==> src/rtl/pcc_pkg.sv <==
package pcc_pkg;
  typedef enum logic {
    ROLE_SOLO = 1'b0,
    ROLE_TAIL = 1'b1
  } role_e;
endpackage

==> src/rtl/pcc_lane.sv <==
module pcc_lane
  import pcc_pkg::*;
#(
  parameter int W = 7
) (
  input  logic         clk,
  input  logic         rst,
  input  role_e        role,
  input  logic [W-1:0] q_i,
  input  logic         par_i,
  input  logic         v_i,
  input  logic         ups_i,
  output logic         ppo_o,
  output logic         err_n_o
);
  logic p2, v2, v3, rst_seen;

  always_ff @(posedge clk) begin
    if (rst) begin
      p2      <= 1'b0;
      v2      <= 1'b0;
      v3      <= 1'b0;
      ppo_o   <= 1'b0;
      err_n_o <= 1'b1;
    end else begin
      v2 <= v_i;
      v3 <= v2;
      if (v_i) p2 <= ^{q_i, par_i};
      if (v2) ppo_o <= p2;
      if (role == ROLE_SOLO && v2) err_n_o <= ~p2;
      else if (role == ROLE_TAIL && v3) err_n_o <= ~(ppo_o ^ ups_i);
    end
  end

  always_ff @(posedge clk) rst_seen <= rst;

  // the edge after a reset edge sees cleared results
  always_ff @(posedge clk) begin
    if (rst_seen === 1'b1)
      a_r6_reset_clear: assert (ppo_o == 1'b0 && err_n_o == 1'b1);
  end

  // partial parity moves only when a captured word reaches it
  a_r2_ppo_hold: assert property (@(posedge clk) disable iff (rst)
    !v2 |=> $stable(ppo_o));

  // solo flag mirrors the partial parity produced on the same edge
  a_r3_solo_flag: assert property (@(posedge clk) disable iff (rst)
    (role == ROLE_SOLO && v2) |=> (err_n_o == ~ppo_o));

  // flag holds until its own stage sees a captured word
  a_r8_flag_hold: assert property (@(posedge clk) disable iff (rst)
    ((role == ROLE_SOLO && !v2) || (role == ROLE_TAIL && !v3)) |=> $stable(err_n_o));
endmodule

==> config.mk <==
export PLATFORM = sky130hd
export DESIGN_NAME = pcc_lane
export DESIGN_NICKNAME = d
export VERILOG_FILES = /design/src/rtl/pcc_pkg.sv /design/src/rtl/pcc_lane.sv
export SDC_FILE = /design/constraint.sdc
export NUM_CORES = 1
export LEC_CHECK = 0
export BUFFER_PORTS_ARGS = -buffer_cell sky130_fd_sc_hd__buf_2
export CORE_AREA = 2 2 39 41
export CTS_CLUSTER_SIZE = 12
export DETAILED_ROUTE_END_ITERATION = 16
export DIE_AREA = 0 0 41 43
export GPL_TIMING_DRIVEN = 0
export PLACE_DENSITY = 0.52
export REMOVE_ABC_BUFFERS = 1
export SETUP_SLACK_MARGIN = 0.2
export SLEW_MARGIN = 10
export SYNTH_ARGS = -nofsm -noshare
export SYNTH_HDL_FRONTEND = slang
export SYNTH_SLANG_ARGS = --single-unit
==> constraint.sdc <==
create_clock -name clk -period 1.25 [get_ports clk]
set_clock_uncertainty 0.2 [all_clocks]
set_input_delay 0.25 -clock clk [delete_from_list [all_inputs] [get_ports clk]]
set_output_delay 0.25 -clock clk [all_outputs]
set_load 0.01 [all_outputs]
Word-level counts from Yosys, hierarchy flattened
Index checks and enable logic that the tools add are counted.
Word-level totals
  bits in registers: 5
  bits of input ports: 13
  output and inout bits: 2
  logic and storage cells: 15
Cells by class
  muxes and demuxes: 2
  bitwise operators: 4
  reductions and logical operators: 4
Operators with widths (number)
  $reduce_xor A8 Y1: 1
  $not A1 Y1: 3
  $logic_and A1 B1 Y1: 2
  $mux W1: 2
  $reduce_bool A2 Y1: 1
  $xor A1 B1 Y1: 1

Logic depth before layout (Yosys ltp)
Gate-level depths: netlist of run 1.
  depth after elaboration: 4
  depth in mapped cells: 4
  gate-level depth less buffers: 4

Worst setup path before layout of run 1
Ideal clock, no wire load.
  path kind: register -> register
  start: reg ppo_o
  end: reg err_n_o
  library setup time: 123 ps
  data arrival time: 915 ps
  required time: 927 ps
  setup slack: 12 ps
  cell stages (with the launch flop): 5
  buffers on the path: 0
  clock period less this slack: 1238 ps
  path through: dfxtp_1 xnor2_1 mux2i_1 mux2i_1 or2_2
Between the ends
  cells in the longest elaborated chain, start to end: 4
RTL lines
  start: declaration: RTL line pcc_lane.sv:13  | output logic ppo_o,
  start signal: assignment: RTL line pcc_lane.sv:29  | if (v2) ppo_o <= p2;
  $xor A1 B1 Y1: RTL line pcc_lane.sv:31  | else if (role == ROLE_TAIL && v3) err_n_o <= ~(ppo_o ^ ups_i);
  $not A1 Y1: RTL line pcc_lane.sv:31
  $mux W1: RTL line pcc_lane.sv:31
  $mux W1: RTL line pcc_lane.sv:30  | if (role == ROLE_SOLO && v2) err_n_o <= ~p2;
  end signal: assignment: RTL line pcc_lane.sv:30
  end signal: assignment: RTL line pcc_lane.sv:31
  end: declaration: RTL line pcc_lane.sv:14  | output logic err_n_o
No other way between the ends. The select of a mux whose other input is x is not followed.
A chain may end at the register's enable or synchronous reset.

Final worst setup path of run 1
Ends and elaborated chain as after synthesis.

==> impl_results.md, run 1 <==
* Sink Count at 5
* Global-route wire length before repair at 641 µm
* H-tree levels at 1
* Seq/Total Area, Yosys at 40.8%
* Fin area at 388 µm²
* Worst path required time at 1180 ps
* Number of buffers created by CTS at 3
* Place WS at -30.9 ps
* Leakage power at 0.170 nW
* Post-Place Cell Area at 335 µm²
* Die width at 41 µm
* Die area at 1760 µm²
* Actual slew at the worst max-slew pin at 168 ps
* FMAX at 835 MHz
* Yosys reg bits at 5
* Gpl congestion at 0.576
* Most frequent cells in the layout: 14 x buf_2, 5 x xnor2_1, 4 x dfxtp_1
* Post-Syn Instances at 24
* Yosys warns at 0
* Min-Delay Startpoint: v_i
* Final max-slew violation count at 0
* Post-Syn Area at 245 µm²
* Boundary pin count at 15
* Share of cells above drive strength 1 at 54.8%
* Vias in the first global route at 198
* First DRT Iteration DRCs at 3
* Clock share of power at 40.1%
* CTS tree: yes
* RR Endpoint: err_n_o
* Yosys cell types at 11
* TNS Setup at 0 ps
* VDD IR max at 0.000501 V
* Reg clk slew, reported paths at 40 ps
* Cell-internal power at 353 µW
* Worst reg2reg startpoint: ppo_o
* Switching power at 112 µW
* Final Hold Vio Count at 0
* Combinational share of power at 21.8%
* Slew headroom at 88.7%
* Core Region at 1380 µm²
* Largest net degree at the start of global routing at 6
* # DRC at 0
* Post-CTS Setup Inserts at 0
* Min setup slack post-route at 51.8 ps
* Clk_lat worst skew at 240 ps
* Routed Antenna Nets at 0
* Most common cell after layout, fill and taps aside: buf_2
* Worst hold slack at 24.8 ps
* CTS max path bufs at 2
* GR Overflow Total at 0
* CP Launch Type: flip-flop
* CP max FO at 3
* Hold EP: p2
* Root buffer cell: clkbuf_4
* Period utilisation layout at 95.9%
* Maxcap violations at 0
* Die Y at 43 µm
* NumNets Final at 56
* Antenna cell count at 0
* Sequential fraction of design power at 38.1%
* RSZ-0062 raised after global routing: true
* Area Overhead vs Synth at 58.2%
* Status: finished, final reports clean
* Crit path capture type: flip-flop
* Hold WC Path Type: input port to flip-flop
* Final-layout fill cell count at 155
* Placement Rows at 14
* Total global-route track usage at 5.52%
* Fin crit period at 1200 ps
* Drt first pass iters at 2
* Mean Syn Cell Area at 10.2 µm²
* Critical path arrival at 1130 ps
* Port Buf Inserts at 14
* Reg2Reg Depth at 4
* Initial antenna violation count at 0
* Final Routed Wirelength at 441 µm
* Reg-to-reg setup timing slack at 50 ps
* Worst setup path class: flip-flop to flip-flop
* Vias/cell at 3.79
* Final Util at 28.0%
* Hold depth at 2
* Number of setup violations in the final report at 0
* Initial Util at 17.7%
* Pwr Density at 1200 nW/µm²
* Routed len/inst at 7.60 µm
* Switching share of power at 24.1%
* Routed vias at 220
-- logic make-up (layout without fill, tap and decap cells) --
| family | count (synthesis) | count (layout) | share of synthesized area, % |
|---|---|---|---|
| XOR/XNOR | 8 | 8 | 28.6 |
| AND/OR/NAND/NOR | 6 | 6 | 13.3 |
| buffers and inverters | 0 | 18 | 0 |
| multiplexers | 2 | 2 | 8.16 |
| flip-flops | 5 | 5 | 40.8 |
| AO/OA/AOI/OAI | 3 | 3 | 9.18 |
-- flip-flops by register name, indices dropped and copies added (netlist names) --
register,flops
p2,1
ppo_o,1
v3,1
err_n_o,1
v2,1
-- worst max-delay path, cell delays in order (launching register included) --
cell and delay [ps]:
dfxtp_2 330, xnor2_1 120, mux2i_1 130, mux2i_1 90, or2_4 220
-- final cells by class --
type                    count  area [µm²]  share of cell area [%]
well taps                  16        20.0                    5.16
flip-flops and latches      5         101                    26.1
repair buffers             14        70.1                    18.1
multi-input cells          19         170                    43.9
clock buffers               4        26.3                    6.77
-- Yosys cell counts --
master	instances	area, µm²
xnor2_1	8	70.1
nand2b_1	1	6.26
or2_2	1	6.26
dfxtp_1	5	100
nand2_1	1	3.75
a21oi_1	1	5.00
a211oi_2	1	12.5
o21ai_0	1	5.00
nor2b_1	2	12.5
mux2i_1	2	20.0
nor2_1	1	3.75
-- power by group through the flow --
| stage | Clock (mW) | Sequential, mW | Combinational, mW |
|---|---|---|---|
| 3_5_place_dp | 0 | 0.180 | 0.0904 |
| 6_report | 0.186 | 0.177 | 0.101 |
| 3_3_place_gp | 0 | 0.180 | 0.0899 |
| 5_1_grt | 0.210 | 0.178 | 0.110 |
| 2_1_floorplan | 0 | 0.180 | 0.0584 |
| 4_1_cts | 0.195 | 0.177 | 0.0930 |
-- worst max-delay path by stage --
stage | from | to | slack (ps) | cells past startpoint
4_1_cts | ppo_o | err_n_o | 50 | 4
3_5_place_dp | q_i[4] | p2 | -30 | 5
2_1_floorplan | ppo_o | err_n_o | 10 | 4
3_3_place_gp | ups_i | err_n_o | -30 | 5
5_1_grt | ppo_o | err_n_o | 30 | 4
6_report | ppo_o | err_n_o | 50 | 4
-- metal layers --
layer	part of all wire, %	up-vias	GRT usage [%]
li1	-	116	-
met1	40	88	5.13
met2	43	16	8.13
met3	17	0	5.24
met4	0	0	2.00
met5	0	-	0
-- timing repair --
item | in CTS | in global routing
endpoints found under the setup margin | 3 | 4
gates resized for setup | 2 | 3
pin swaps | 1 | 3
hold buffers | 0 | 0
-- per-stage QoR --
step,total power [mW],cells
after global routing,0.498,58
after global placement,0.270,54
final,0.465,58
after CTS,0.465,58
after floorplan,0.239,24
after detailed placement,0.271,54
(Power assumes the default switching activity.)
==> inputs of run 2 (changes only) <==
--- a/config.mk
+++ b/config.mk
@@ -6,12 +6,14 @@
 export NUM_CORES = 1
 export LEC_CHECK = 0
 export BUFFER_PORTS_ARGS = -buffer_cell sky130_fd_sc_hd__buf_2
+export CELL_PAD_IN_SITES_DETAIL_PLACEMENT = 1
+export CELL_PAD_IN_SITES_GLOBAL_PLACEMENT = 1
 export CORE_AREA = 2 2 39 41
 export CTS_CLUSTER_SIZE = 12
 export DETAILED_ROUTE_END_ITERATION = 16
 export DIE_AREA = 0 0 41 43
 export GPL_TIMING_DRIVEN = 0
-export PLACE_DENSITY = 0.52
+export PLACE_DENSITY = 0.64
 export REMOVE_ABC_BUFFERS = 1
 export SETUP_SLACK_MARGIN = 0.2
 export SLEW_MARGIN = 10
==> impl_results.md, run 2 (synthesized netlist as in run 1, its figures left out) <==
* Status: finished, final reports clean
* VDD IR max at 0.000276 V
* Number of buffers created by CTS at 3
* Initial antenna violation count at 0
* Most frequent cells in the layout: 9 x buf_2, 5 x buf_6, 4 x xnor2_2, 4 x xnor2_1, 4 x dfxtp_1
* Post-CTS Setup Inserts at 0
* Number of setup violations in the final report at 0
* Period utilisation layout at 97.1%
* RSZ-0062 raised after global routing: true
* Routed len/inst at 8.90 µm
* Placed insts at 54
* Routed Antenna Nets at 0
* Die Y at 43 µm
* Die area at 1760 µm²
* Layout Cells excl Fill at 58
* Critical path arrival at 1140 ps
* Placement Rows at 14
* Antenna cell count at 0
* Global-route wire length before repair at 834 µm
* Die width at 41 µm
* Power Total at 476 µW
* Crit path capture type: flip-flop
* Total global-route track usage at 7.33%
* Leakage power at 0.185 nW
* Hold Buf Count CTS at 0
* Port Buf Inserts at 14
* RR Endpoint: err_n_o
* Min-Delay Startpoint: v_i
* FMAX at 824 MHz
* Pwr Density at 1110 nW/µm²
* Area Overhead vs Synth at 74.0%
* Slew headroom at 90.0%
* Hold depth at 2
* Share of cells above drive strength 1 at 57.1%
* Routed vias at 234
* CTS max path bufs at 2
* Vias in the first global route at 255
* Final Util at 30.8%
* Reg-to-reg setup timing slack at 40 ps
* Worst path required time at 1170 ps
* Hold WC Path Type: input port to flip-flop
* Clk_lat worst skew at 240 ps
* Final Hold Vio Count at 0
* Fin crit period at 1210 ps
* Worst reg2reg startpoint: ppo_o
* Core Region at 1380 µm²
* First DRT Iteration DRCs at 0
* Drt first pass iters at 1
* Initial Util at 17.7%
* NumNets Final at 56
* Fin area at 427 µm²
* Reg clk slew, reported paths at 40 ps
* Post-Place Cell Area at 335 µm²
* Sink Count at 5
* Actual slew at the worst max-slew pin at 145 ps
* Maxcap violations at 0
* Final max-slew violation count at 0
* Hold EP: p2
* Final Routed Wirelength at 516 µm
* Vias/cell at 4.03
* DP HPWL at 402 µm
* CP max FO at 3
* GR Overflow Total at 0
* Reg2Reg Depth at 4
* Gpl congestion at 0.570
* CP Launch Type: flip-flop
* Final-layout fill cell count at 173
* # DRC at 0
* Root buffer cell: clkbuf_4
* Boundary pin count at 15
* H-tree levels at 1
* Largest net degree at the start of global routing at 6
* Worst setup path class: flip-flop to flip-flop
* CTS tree: yes
* Worst hold slack at 32.3 ps
* Most common cell after layout, fill and taps aside: buf_2
-- run 2: cell counts in the layout (fill, tap and decap cells not counted) --
No cell type changed its count.
-- run 2: worst max-delay path by stage --
stage / slack (ps) / start / to / cells past startpoint
floorplan: 10 / ppo_o / err_n_o / 4
global placement: -30 / q_i[0] / p2 / 5
detailed placement: -40 / q_i[0] / p2 / 5
CTS: 20 / ppo_o / err_n_o / 4
global route: -40 / ppo_o / err_n_o / 4
finish: 40 / ppo_o / err_n_o / 4
-- run 2: cell type report --
cell class              count  area (µm²)  share of cell area (%)
well taps                  16        20.0                    4.69
clock buffers               4        26.3                    6.16
repair buffers             14         101                    23.8
multi-input cells          19         178                    41.6
flip-flops and latches      5         101                    23.8
-- run 2: critical path, cell delays in order, from the launching register on --
cell and delay, ps:
dfxtp_2 330, xnor2_2 120, mux2i_1 130, mux2i_1 90, or2_4 220
-- run 2: metrics by stage --
step,setup slack (ps),TNS (ps)
2_1_floorplan,11.6,0
5_1_grt,-41.3,-41.3
3_3_place_gp,-34.5,-53.5
3_5_place_dp,-42.1,-73.3
4_1_cts,17.3,0
6_report,36.1,0
-- run 2: repair_timing --
item / 4_1_cts / 5_1_grt
pin swaps: 1 / 7
gates resized for setup: 3 / 8
setup endpoints to repair: 3 / 4
-- run 2: metal layers --
layer / part of all wire (%) / vias to the layer above / track usage (%)
met2: 55 / 14 / 10.3
met4: 0 / 0 / 8.00
li1: - / 115 / -
met5: 0 / - / 0
met1: 35 / 105 / 8.04
met3: 10 / 0 / 1.57
-- run 2: report_power, final --
part	switching, mW	internal [mW]	leakage (nW)
clock network	0.0630	0.120	0.0150
registers	0.00668	0.171	0.0416
logic	0.0418	0.0724	0.129
==> inputs of run 3 (changes only) <==
==> constraint.sdc (replaced) <==
create_clock -name clk -period 1.3 [get_ports clk]
set_clock_uncertainty 0.2 [all_clocks]
set_input_delay 0.26 -clock clk [delete_from_list [all_inputs] [get_ports clk]]
set_output_delay 0.26 -clock clk [all_outputs]
set_load 0.01 [all_outputs]
==> impl_results.md, run 3 (synthesized netlist as in run 1, its figures left out) <==
* Clk_lat worst skew at 240 ps
* Antenna cell count at 0
* Root buffer cell: clkbuf_4
* Gpl congestion at 0.570
* Sink Count at 5
* Slew headroom at 88.0%
* Slowest CP cell: dfxtp_2
* Area Overhead vs Synth at 58.2%
* Most frequent cells in the layout: 14 x buf_2, 5 x xnor2_1, 4 x dfxtp_1
* CP max FO at 3
* NumNets Final at 56
* CP Launch Type: flip-flop
* Most common cell after layout, fill and taps aside: buf_2
* Maxcap violations at 0
* Layout Cells excl Fill at 58
* Placed insts at 54
* Hold WC Path Type: input port to flip-flop
* Initial Util at 17.7%
* Fin area at 388 µm²
* Min-Delay Startpoint: v_i
* Pwr Density at 1150 nW/µm²
* Largest net degree at the start of global routing at 6
* Final max-slew violation count at 0
* CP most frequent cell: mux2i_1
* Leakage power at 0.169 nW
* Core Region at 1380 µm²
* Global-route wire length before repair at 834 µm
* Crit path capture type: flip-flop
* Die area at 1760 µm²
* CTS max path bufs at 2
* GR Overflow Total at 0
* CP Launch Point: ppo_o
* Final Util at 28.0%
* Placement Rows at 14
* # DRC at 0
* CTS tree: yes
* Die width at 41 µm
* Post-Place Cell Area at 335 µm²
* H-tree levels at 1
* Final Routed Wirelength at 492 µm
* Vias/cell at 3.95
* VDD IR max at 0.000236 V
* Routed vias at 229
* Routed len/inst at 8.48 µm
* Critical path arrival at 1140 ps
* Worst path top cell family by delay: flip-flops
* Drt first pass iters at 1
* Power Total at 445 µW
* Total global-route track usage at 7.33%
* Number of setup violations in the final report at 0
* CP bufs+invs at 0
* Number of buffers created by CTS at 3
* Boundary pin count at 15
* Routed Antenna Nets at 0
* Crit path cell chain: xnor2_2 -> mux2i_1 -> mux2i_1 -> or2_4
* FMAX at 824 MHz
* Initial antenna violation count at 0
* Status: finished, final reports clean
* Reg clk slew, reported paths at 40 ps
* Worst path required time at 1220 ps
* Worst reg2reg startpoint: ppo_o
* First DRT Iteration DRCs at 0
* RSZ-0062 raised after global routing: true
* Max incr delay on CP at 330 ps
* Share of cells above drive strength 1 at 54.8%
* Period utilisation layout at 93.4%
* DP HPWL at 402 µm
* Fin crit period at 1210 ps
* Final Hold Vio Count at 0
* Die Y at 43 µm
* Actual slew at the worst max-slew pin at 179 ps
* Vias in the first global route at 255
* Worst setup path class: flip-flop to flip-flop
* Port Buf Inserts at 14
==> run 3: path summary, 6_finish.rpt <==
| path | slack (ps) | to | cells past startpoint |
|---|---|---|---|
| max | 90 | err_n_o | 4 |
| min | 40 | p2 | 2 |
| max reg2reg | 90 | err_n_o | 4 |
| min reg2reg | 270 | ppo_o | 2 |
==> run 3: area by class of cell <==
class                      instances  area, µm²
tap                               16       20.0
timing repair buffer              14       70.1
multi-input combinational         19        170
clock buffer                       4       26.3
sequential                         5        101
fill                             176        996
==> run 3: power by group <==
| group | switching [mW] | leakage (nW) | internal, mW |
|---|---|---|---|
| registers | 0.00642 | 0.0416 | 0.165 |
| logic | 0.0393 | 0.112 | 0.0584 |
| clock network | 0.0606 | 0.0150 | 0.116 |
| total | 0.106 | 0.169 | 0.339 |
==> run 3: per-stage QoR <==
stage               setup TNS, ps  setup slack (ps)  hold WS, ps
floorplan                       0              61.6          125
detailed placement          -2.09             -2.09          281
global placement                0              5.50          276
finish                          0              86.2         43.8
CTS                             0              67.3         25.3
global route                    0              8.66         56.9
==> run 3: what timing repair did <==
item,in CTS,in global routing
pin swaps,1,3
hold endpoints to repair,0,0
setup buffers,0,0
resized for setup,3,2
hold buffers,0,0
endpoints found under the setup margin,3,4
==> run 3: metal layers <==
metal / vias up / track usage (%) / routed length (µm) / share of wire, %
li1: 115 / - / - / -
met1: 100 / 8.04 / 208 / 42
met2: 14 / 10.3 / 231 / 47
met3: 0 / 1.57 / 53 / 11
met4: 0 / 8.00 / 0 / 0
met5: - / 0 / 0 / 0
